==> src/rtl/vidseq_pkg.sv <==
package vidseq_pkg;

  localparam int SEL_W = 5;

  typedef enum logic [2:0] {
    SEG_BLANK,
    SEG_HS,
    SEG_VS,
    SEG_HV,
    SEG_PIX
  } seg_e;

  // strobes from control to datapath, valid for one clock
  typedef struct packed {
    logic pop;
    logic loadPix;
    logic nextPix;
    logic setSync;
    logic hsOn;
    logic vsOn;
    logic clrColour;
  } dpCtl_t;

  function automatic seg_e decodeSel(input logic [SEL_W-1:0] sel);
    case (sel)
      5'd1:    return SEG_HS;
      5'd2:    return SEG_VS;
      5'd3:    return SEG_HV;
      5'd4:    return SEG_PIX;
      default: return SEG_BLANK;
    endcase
  endfunction

endpackage

==> src/rtl/vidseq_tick.sv <==
module vidseq_tick #(
  parameter int DIV = 2
) (
  input  logic clk,
  input  logic rstN,
  output logic ce
);
  localparam int CW = $clog2(DIV > 1 ? DIV : 2);
  localparam logic [CW-1:0] LAST = CW'(DIV > 1 ? DIV - 1 : 0);

  logic [CW-1:0] divCnt;

  always_ff @(posedge clk or negedge rstN) begin
    if (!rstN)                        divCnt <= '0;
    else if (DIV <= 1 || divCnt == LAST) divCnt <= '0;
    else                              divCnt <= divCnt + CW'(1);
  end

  assign ce = (DIV <= 1) || (divCnt == LAST);
endmodule

==> src/rtl/vidseq_ctrl.sv <==
module vidseq_ctrl
  import vidseq_pkg::*;
#(
  parameter int WORD_W    = 32,
  parameter int PIX_W     = 8,
  parameter int PIX_TICKS = 5
) (
  input  logic              clk,
  input  logic              rstN,
  input  logic              ce,
  input  logic              holdFull,
  input  logic [WORD_W-1:0] holdWord,
  input  logic              clrUnder,
  output dpCtl_t            ctl,
  output logic              underflow
);
  localparam int CNT_W       = WORD_W - SEL_W;
  localparam int LEN_W       = CNT_W + 3;
  localparam int PH_W        = $clog2(PIX_TICKS);
  localparam int PPW         = WORD_W / PIX_W;
  localparam int IDX_W       = $clog2(PPW);
  localparam int SYNC_EXTRA  = 3;
  localparam int BLANK_EXTRA = 4;
  localparam int PIX_EXTRA   = 2;
  localparam logic [IDX_W-1:0] LAST_IDX = IDX_W'(PPW - 1);
  localparam logic [PH_W-1:0]  LAST_PH  = PH_W'(PIX_TICKS - 1);

  logic [LEN_W-1:0] cnt;      // ticks left in the running segment
  logic             booting;
  seg_e             curSeg, pendSeg;
  logic [CNT_W-1:0] pendN;
  logic [PH_W-1:0]  phase;
  logic [IDX_W-1:0] byteIdx;

  logic atStart, needCmd, pixActive, pixEdge, needPixWord, starved, go;

  function automatic logic [LEN_W-1:0] segLen(input seg_e s, input logic [CNT_W-1:0] n);
    logic [LEN_W-1:0] nx;
    nx = LEN_W'(n);
    case (s)
      SEG_BLANK: return nx + LEN_W'(BLANK_EXTRA);
      SEG_PIX:   return (nx + LEN_W'(PIX_EXTRA)) * LEN_W'(PIX_TICKS);
      default:   return nx + LEN_W'(SYNC_EXTRA);
    endcase
  endfunction

  always_comb begin
    atStart     = (cnt == LEN_W'(1));
    needCmd     = ce && (cnt == LEN_W'(2));
    pixActive   = !booting && (curSeg == SEG_PIX);
    pixEdge     = ce && pixActive && !atStart && (phase == LAST_PH);
    needPixWord = (pixEdge && byteIdx == LAST_IDX) ||
                  (ce && atStart && pendSeg == SEG_PIX);
    starved     = (needCmd || needPixWord) && !holdFull;
    go          = ce && !starved;

    ctl           = '0;
    ctl.pop       = go && (needCmd || needPixWord);
    ctl.loadPix   = go && needPixWord;
    ctl.nextPix   = go && pixEdge && (byteIdx != LAST_IDX);
    ctl.setSync   = go && atStart;
    ctl.hsOn      = (pendSeg == SEG_HS) || (pendSeg == SEG_HV);
    ctl.vsOn      = (pendSeg == SEG_VS) || (pendSeg == SEG_HV);
    ctl.clrColour = go && atStart && (pendSeg == SEG_BLANK);
  end

  always_ff @(posedge clk or negedge rstN) begin
    if (!rstN) begin
      cnt       <= LEN_W'(2);
      booting   <= 1'b1;
      curSeg    <= SEG_BLANK;
      pendSeg   <= SEG_BLANK;
      pendN     <= '0;
      phase     <= '0;
      byteIdx   <= '0;
      underflow <= 1'b0;
    end else begin
      if (starved && !booting) underflow <= 1'b1;
      else if (clrUnder)       underflow <= 1'b0;

      if (go) begin
        if (atStart) begin
          curSeg  <= pendSeg;
          cnt     <= segLen(pendSeg, pendN);
          phase   <= '0;
          byteIdx <= '0;
        end else begin
          cnt <= cnt - LEN_W'(1);
          if (needCmd) begin
            pendSeg <= decodeSel(holdWord[WORD_W-1 -: SEL_W]);
            pendN   <= holdWord[CNT_W-1:0];
            booting <= 1'b0;
          end
          if (pixActive) begin
            if (phase == LAST_PH) begin
              phase   <= '0;
              byteIdx <= byteIdx + IDX_W'(1);
            end else begin
              phase <= phase + PH_W'(1);
            end
          end
        end
      end
    end
  end


  underflow_sticky_chk: assert property (@(posedge clk) disable iff (!rstN)
    (underflow && !clrUnder) |=> underflow);


  stall_freeze_chk: assert property (@(posedge clk) disable iff (!rstN)
    (ce && starved) |=> $stable(cnt));


  len_live_chk: assert property (@(posedge clk) disable iff (!rstN)
    cnt != '0);


  phase_range_chk: assert property (@(posedge clk) disable iff (!rstN)
    phase <= LAST_PH);
endmodule

==> src/rtl/vidseq_dp.sv <==
module vidseq_dp
  import vidseq_pkg::*;
#(
  parameter int WORD_W = 32,
  parameter int PIX_W  = 8
) (
  input  logic              clk,
  input  logic              rstN,
  input  logic [WORD_W-1:0] inWord,
  input  logic              inValid,
  output logic              inReady,
  input  dpCtl_t            ctl,
  output logic [WORD_W-1:0] holdWord,
  output logic              holdFull,
  output logic [PIX_W-1:0]  colour,
  output logic              hsAct,
  output logic              vsAct
);
  logic [WORD_W-1:0] shiftReg;

  assign inReady = !holdFull;

  always_ff @(posedge clk or negedge rstN) begin
    if (!rstN) begin
      holdWord <= '0;
      holdFull <= 1'b0;
    end else if (ctl.pop) begin
      holdFull <= 1'b0;
    end else if (inValid && !holdFull) begin
      holdWord <= inWord;
      holdFull <= 1'b1;
    end
  end

  always_ff @(posedge clk or negedge rstN) begin
    if (!rstN) begin
      shiftReg <= '0;
      colour   <= '0;
      hsAct    <= 1'b0;
      vsAct    <= 1'b0;
    end else begin
      if (ctl.loadPix) begin
        colour   <= holdWord[PIX_W-1:0];
        shiftReg <= holdWord >> PIX_W;
      end else if (ctl.nextPix) begin
        colour   <= shiftReg[PIX_W-1:0];
        shiftReg <= shiftReg >> PIX_W;
      end else if (ctl.clrColour) begin
        colour <= '0;
      end
      if (ctl.setSync) begin
        hsAct <= ctl.hsOn;
        vsAct <= ctl.vsOn;
      end
    end
  end


  pop_full_chk: assert property (@(posedge clk) disable iff (!rstN)
    ctl.pop |-> holdFull);


  sync_keeps_colour_chk: assert property (@(posedge clk) disable iff (!rstN)
    (ctl.setSync && !ctl.loadPix && !ctl.clrColour) |=> $stable(colour));
endmodule

==> src/rtl/vidseq_top.sv <==
module vidseq_top
  import vidseq_pkg::*;
#(
  parameter int CLK_DIV   = 2,
  parameter int WORD_W    = 32,
  parameter int PIX_W     = 8,
  parameter int PIX_TICKS = 5
) (
  input  logic              clk,
  input  logic              rstN,
  input  logic [WORD_W-1:0] inWord,
  input  logic              inValid,
  output logic              inReady,
  output logic [PIX_W-1:0]  colourOut,
  output logic              hsyncN,
  output logic              vsyncN,
  output logic              underflow,
  input  logic              underflowClr
);
  logic              ce, holdFull, hsAct, vsAct;
  logic [WORD_W-1:0] holdWord;
  dpCtl_t            ctl;

  vidseq_tick #(.DIV(CLK_DIV)) uTick (
    .clk(clk), .rstN(rstN), .ce(ce)
  );

  vidseq_ctrl #(.WORD_W(WORD_W), .PIX_W(PIX_W), .PIX_TICKS(PIX_TICKS)) uCtrl (
    .clk(clk), .rstN(rstN), .ce(ce), .holdFull(holdFull), .holdWord(holdWord),
    .clrUnder(underflowClr), .ctl(ctl), .underflow(underflow)
  );

  vidseq_dp #(.WORD_W(WORD_W), .PIX_W(PIX_W)) uDp (
    .clk(clk), .rstN(rstN), .inWord(inWord), .inValid(inValid), .inReady(inReady),
    .ctl(ctl), .holdWord(holdWord), .holdFull(holdFull), .colour(colourOut),
    .hsAct(hsAct), .vsAct(vsAct)
  );

  // sync is active high inside, pins idle high
  assign hsyncN = ~hsAct;
  assign vsyncN = ~vsAct;
endmodule

==> config.mk <==
export PLATFORM = sky130hd
export DESIGN_NAME = vidseq_top
export DESIGN_NICKNAME = d
export VERILOG_FILES = /design/src/rtl/vidseq_pkg.sv /design/src/rtl/vidseq_tick.sv /design/src/rtl/vidseq_ctrl.sv /design/src/rtl/vidseq_dp.sv /design/src/rtl/vidseq_top.sv
export SDC_FILE = /design/constraint.sdc
export NUM_CORES = 1
export LEC_CHECK = 0
export ABC_AREA = 1
export ABC_CLOCK_PERIOD_IN_PS = 3100
export CAP_MARGIN = 20
export CORE_ASPECT_RATIO = 1.75
export CORE_MARGIN = 2
export CORE_UTILIZATION = 50
export DETAILED_ROUTE_END_ITERATION = 8
export PLACE_DENSITY_LB_ADDON = 0.25
export SYNTH_ARGS = -nofsm -noshare
export SYNTH_HDL_FRONTEND = slang
export SYNTH_SLANG_ARGS = --single-unit
==> constraint.sdc <==
create_clock -name clk -period 3.1 [get_ports clk]
set_clock_uncertainty 0.1 [all_clocks]
set_input_delay 0.62 -clock clk [delete_from_list [all_inputs] [get_ports clk]]
set_output_delay 0.62 -clock clk [all_outputs]
set_load 0.01 [all_outputs]
==> results of run 1 <==
==> registers in the layout, indices dropped and copies added (netlist names), 2 cells and up <==
register,cells
uCtrl.curSeg,3
uCtrl.byteIdx,2
uCtrl.phase,3
uCtrl.pendSeg,3
uDp.holdWord,32
uDp.shiftReg,24
uCtrl.cnt,30
uDp.colour,8
uCtrl.pendN,27
==> per-layer routing <==
| layer | up-vias | wire (um) |
|---|---|---|
| met3 | 236 | 2150 |
| met1 | 5776 | 13300 |
| met2 | 504 | 21700 |
| li1 | 5841 | - |
| met5 | - | 0 |
| met4 | 0 | 4930 |
==> kinds of logic (layout without fill, tap and decap cells) <==
kind of cell / count (synthesis) / after routing
compound gates: 162 / 162
xor+xnor: 53 / 53
fa+ha+maj: 51 / 51
buf+inv: 235 / 537
flops: 138 / 138
mux: 28 / 28
simple gates: 976 / 976
==> report_power, final <==
group | leakage, uW | switching, uW | internal [uW] | total, uW
Clock | 0.000276 | 874 | 1120 | 2000
Sequential | 0.00175 | 0.0000000000000276 | 1800 | 1800
Combinational | 0.00576 | 43.1 | 42.8 | 85.9
Total | 0.00778 | 917 | 2970 | 3880
==> worst reg2reg max path, stage by stage, from the launching register on <==
cell and delay (ns):
dfrtp_2 0.42, ha_4 0.16, buf_6 0.12, inv_4 0.04
nor2_4 0.10, nand2_2 0.10, inv_2 0.09, nand2_4 0.06
nor3_4 0.14, nand2_2 0.11, xor2_4 0.17, buf_12 0.14
xor2_1 0.14, ha_1 0.35, nand2_1 0.09, inv_2 0.10
nand2_2 0.13, inv_2 0.11, nand2_4 0.09, a21oi_4 0.18
nor2_2 0.05, nand2_1 0.07, nand3_2 0.10, nand2_2 0.10
nand2_1 0.06, nand3_1 0.08
==> layout make-up <==
| class | count | area [um2] | share of cell area, % |
|---|---|---|---|
| multi-input combinational | 1270 | 7830 | 50.4 |
| sequential | 138 | 3460 | 22.3 |
| timing repair buffer | 314 | 2600 | 16.7 |
| inverter | 191 | 723 | 4.65 |
| clock buffer | 18 | 429 | 2.76 |
| tap | 292 | 365 | 2.35 |
| clock inverter | 14 | 139 | 0.893 |
==> worst max path at each step <==
stage | cells past startpoint | end | slack [ns] | from
finish | 25 | uCtrl.cnt[19]$_DFFE_PN0P_ | -0.36 | uCtrl.pendN[2]$_DFFE_PN0P_
global route | 25 | uCtrl.cnt[19]$_DFFE_PN0P_ | -0.58 | uCtrl.pendN[2]$_DFFE_PN0P_
global placement | 21 | uCtrl.cnt[25]$_DFFE_PN0P_ | -0.68 | uCtrl.pendN[9]$_DFFE_PN0P_
CTS | 23 | uCtrl.cnt[19]$_DFFE_PN0P_ | -0.22 | uCtrl.pendN[2]$_DFFE_PN0P_
floorplan | 21 | uCtrl.cnt[23]$_DFFE_PN0P_ | -0.01 | uCtrl.pendN[2]$_DFFE_PN0P_
detailed placement | 21 | uCtrl.cnt[25]$_DFFE_PN0P_ | -0.68 | uCtrl.pendN[9]$_DFFE_PN0P_
==> stage by stage <==
stage                     setup slack, ns  cell area [um2]  hold WS, ns  utilization, %  total power [uW]
after floorplan                   -0.0140            10900        0.224               -              1840
after global placement             -0.684            13200        0.319            61.5              1920
after detailed placement           -0.678            13200        0.339            61.5              1920
after CTS                          -0.215            14800        0.103            69.2              3900
after global routing               -0.584            15500        0.144            72.6              3980
final                              -0.357            15500       0.0961            72.6              3880
==> cell usage after synthesis, drive strengths merged <==
cell / number / area share, %
nand4: 28 / 1.6
nand2: 552 / 19
o221ai: 1 / 0.081
a21o: 1 / 0.069
xor2: 45 / 3.6
nor3: 23 / 1.1
and3: 1 / 0.058
o21ai: 83 / 3.8
buf: 22 / 1.4
inv: 190 / 6.6
and2: 3 / 0.17
o22ai: 2 / 0.12
o2111ai: 2 / 0.16
o21bai: 3 / 0.21
ha: 50 / 5.8
or3: 1 / 0.058
dfrtp: 136 / 31
a31oi: 3 / 0.17
nand3: 178 / 8.5
clkinv: 1 / 0.035
dfstp: 2 / 0.48
fa: 1 / 0.18
clkbuf: 22 / 0.76
nor2: 173 / 6.3
nor4: 3 / 0.17
nand3b: 8 / 0.55
o211ai: 7 / 0.53
mux2: 28 / 2.9
a21oi: 60 / 2.8
xnor2: 8 / 0.65
or2: 6 / 0.35
==> timing repair <==
item,in CTS,in global routing
setup endpoints to repair,23,29
pin swaps,54,57
resized for setup,213,121
setup buffers,30,18
gates cloned,0,0
==> flow_metrics.env, run 1 <==
export IMPL_grt_busiest_layer="met2"
export IMPL_clockBufferDepth=2
export IMPL_yosysSeqAreaShare_pct=31.9
export IMPL_cts_tree="built"
export IMPL_clk_latency_ns=0.45
export IMPL_grt_pass1_vias=12358
export IMPL_worstPathArrival_ns=3.73
export IMPL_path_class="flop to flop"
export IMPL_report_final_slew_viol_count=0
export IMPL_grtUsageTotal_pct=37.2
export IMPL_synthMuxAreaShare_pct=2.91
export IMPL_grt_max_degree=69
export IMPL_worst_slew_pin_slew_ns=0.696
export IMPL_synth_simple_area_share_pct=38.3
export IMPL_root_buffer="clkbuf_16"
export IMPL_instances_no_fill=2237
export IMPL_synthAdderAreaFrac_pct=5.95
export IMPL_drc=0
export IMPL_nets=2019
export IMPL_reg2regPathDepth=25
export IMPL_fin_ws_ns=-0.357
export IMPL_synth_area_um2=10800
export IMPL_final_antenna_net_count=0
export IMPL_status="finished with violations"
export IMPL_vias_per_cell=5.52
export IMPL_chipWidth_um=115
export IMPL_clk_pin_slew_worst_paths_ns=0.06
export IMPL_wl_mm=42.1
export IMPL_timing_final_crit_share_pct=112
export IMPL_htreeDepth=4
export IMPL_placed_cells=2156
export IMPL_synth_top_family_by_area="simple AND/OR/NAND/NOR gates"
export IMPL_antenna_cells=0
export IMPL_r2r_start="uCtrl.pendN[2]$_DFFE_PN0P_"
export IMPL_hold_path_class="primary input to asynchronous set/reset pin"
export IMPL_crit_family="simple AND/OR/NAND/NOR gates"
export IMPL_layout_min_cycle_time_ns=3.46
export IMPL_crit_required_ns=3.38
export IMPL_port_buffers=47
export IMPL_antenna_found_initial=0
export IMPL_initial_core_util_pct=50.7
export IMPL_coreArea_um2=21400
export IMPL_syn_num_nets=1730
export IMPL_fillCellCount=1755
export IMPL_power_density_nw_per_um2=250
export IMPL_grt_use_met3_pct=6.43
export IMPL_ys_seq_elements=138
export IMPL_worst_setup_path_start_kind="flop"
export IMPL_finalSetupViolCount=22
export IMPL_endpoint_kind="flop"
export IMPL_path_common_cell="nand2_2"
export IMPL_overflow=0
export IMPL_cts_buffers=17
export IMPL_crit_path_max_fanout=4
export IMPL_violations="setup timing"
export IMPL_ios=48
export IMPL_clock_sinks=138
export IMPL_use_met1_pct=35.3
export IMPL_slew_headroom_pct=53.6
export IMPL_vias=12357
export IMPL_r2r_end="uCtrl.cnt[19]$_DFFE_PN0P_"
export IMPL_die_area_um2=22900
export IMPL_area_growth_pct=43.3
export IMPL_setup_tns_ns=-4.66
export IMPL_rsz0062_at_grt="yes"
export IMPL_drtPass1Iterations=6
export IMPL_worst_path_buf_inv=6
export IMPL_synthCells=1643
export IMPL_fmax_mhz=289
export IMPL_dp_hpwl_mm=31.9
export IMPL_drt_iter0_drc=883
export IMPL_num_rows=71
export IMPL_yosys_warnings=0
export IMPL_drive_gt1_share_pct=31.3
export IMPL_layout_common_cells="nand2_1 (468), buf_4 (245), inv_1 (165)"
export IMPL_synthXorXnorAreaFrac_pct=4.28
export IMPL_layout_commonest_cell="nand2_1"
export IMPL_die_y_um=199
export IMPL_leakage_uw=0.00778
export IMPL_cts_hold_buf=0
export IMPL_synth_cell_types=45
export IMPL_maxCapViolCount=0
export IMPL_regToRegSetupSlack_ns=-0.36
export IMPL_syn_area_per_cell_um2=6.60
export IMPL_finalHoldViolCount=0
export IMPL_met2_usage_pct=66.0
export IMPL_grt_pass1_wl_mm=64.0
export IMPL_post_drt_wl_per_cell_um=18.8
export IMPL_cpMaxStageDelayCell="dfrtp_2"
export IMPL_gp_congestion=1.05
export IMPL_ir_drop_mv=0.442
export IMPL_cpPeakStageDelay_ns=0.42
export IMPL_synth_compound_area_share_pct=7.93
No activity file was read; power rests on OpenSTA's default activity.
==> inputs of run 2 (changes only) <==
--- a/config.mk
+++ b/config.mk
@@ -12,6 +12,7 @@
 export CORE_MARGIN = 2
 export CORE_UTILIZATION = 50
 export DETAILED_ROUTE_END_ITERATION = 8
+export GPL_ROUTABILITY_DRIVEN = 1
 export PLACE_DENSITY_LB_ADDON = 0.25
 export SYNTH_ARGS = -nofsm -noshare
 export SYNTH_HDL_FRONTEND = slang
==> results of run 2 <==
Same layout as run 1: the final DEF is identical, and so are final timing and power.
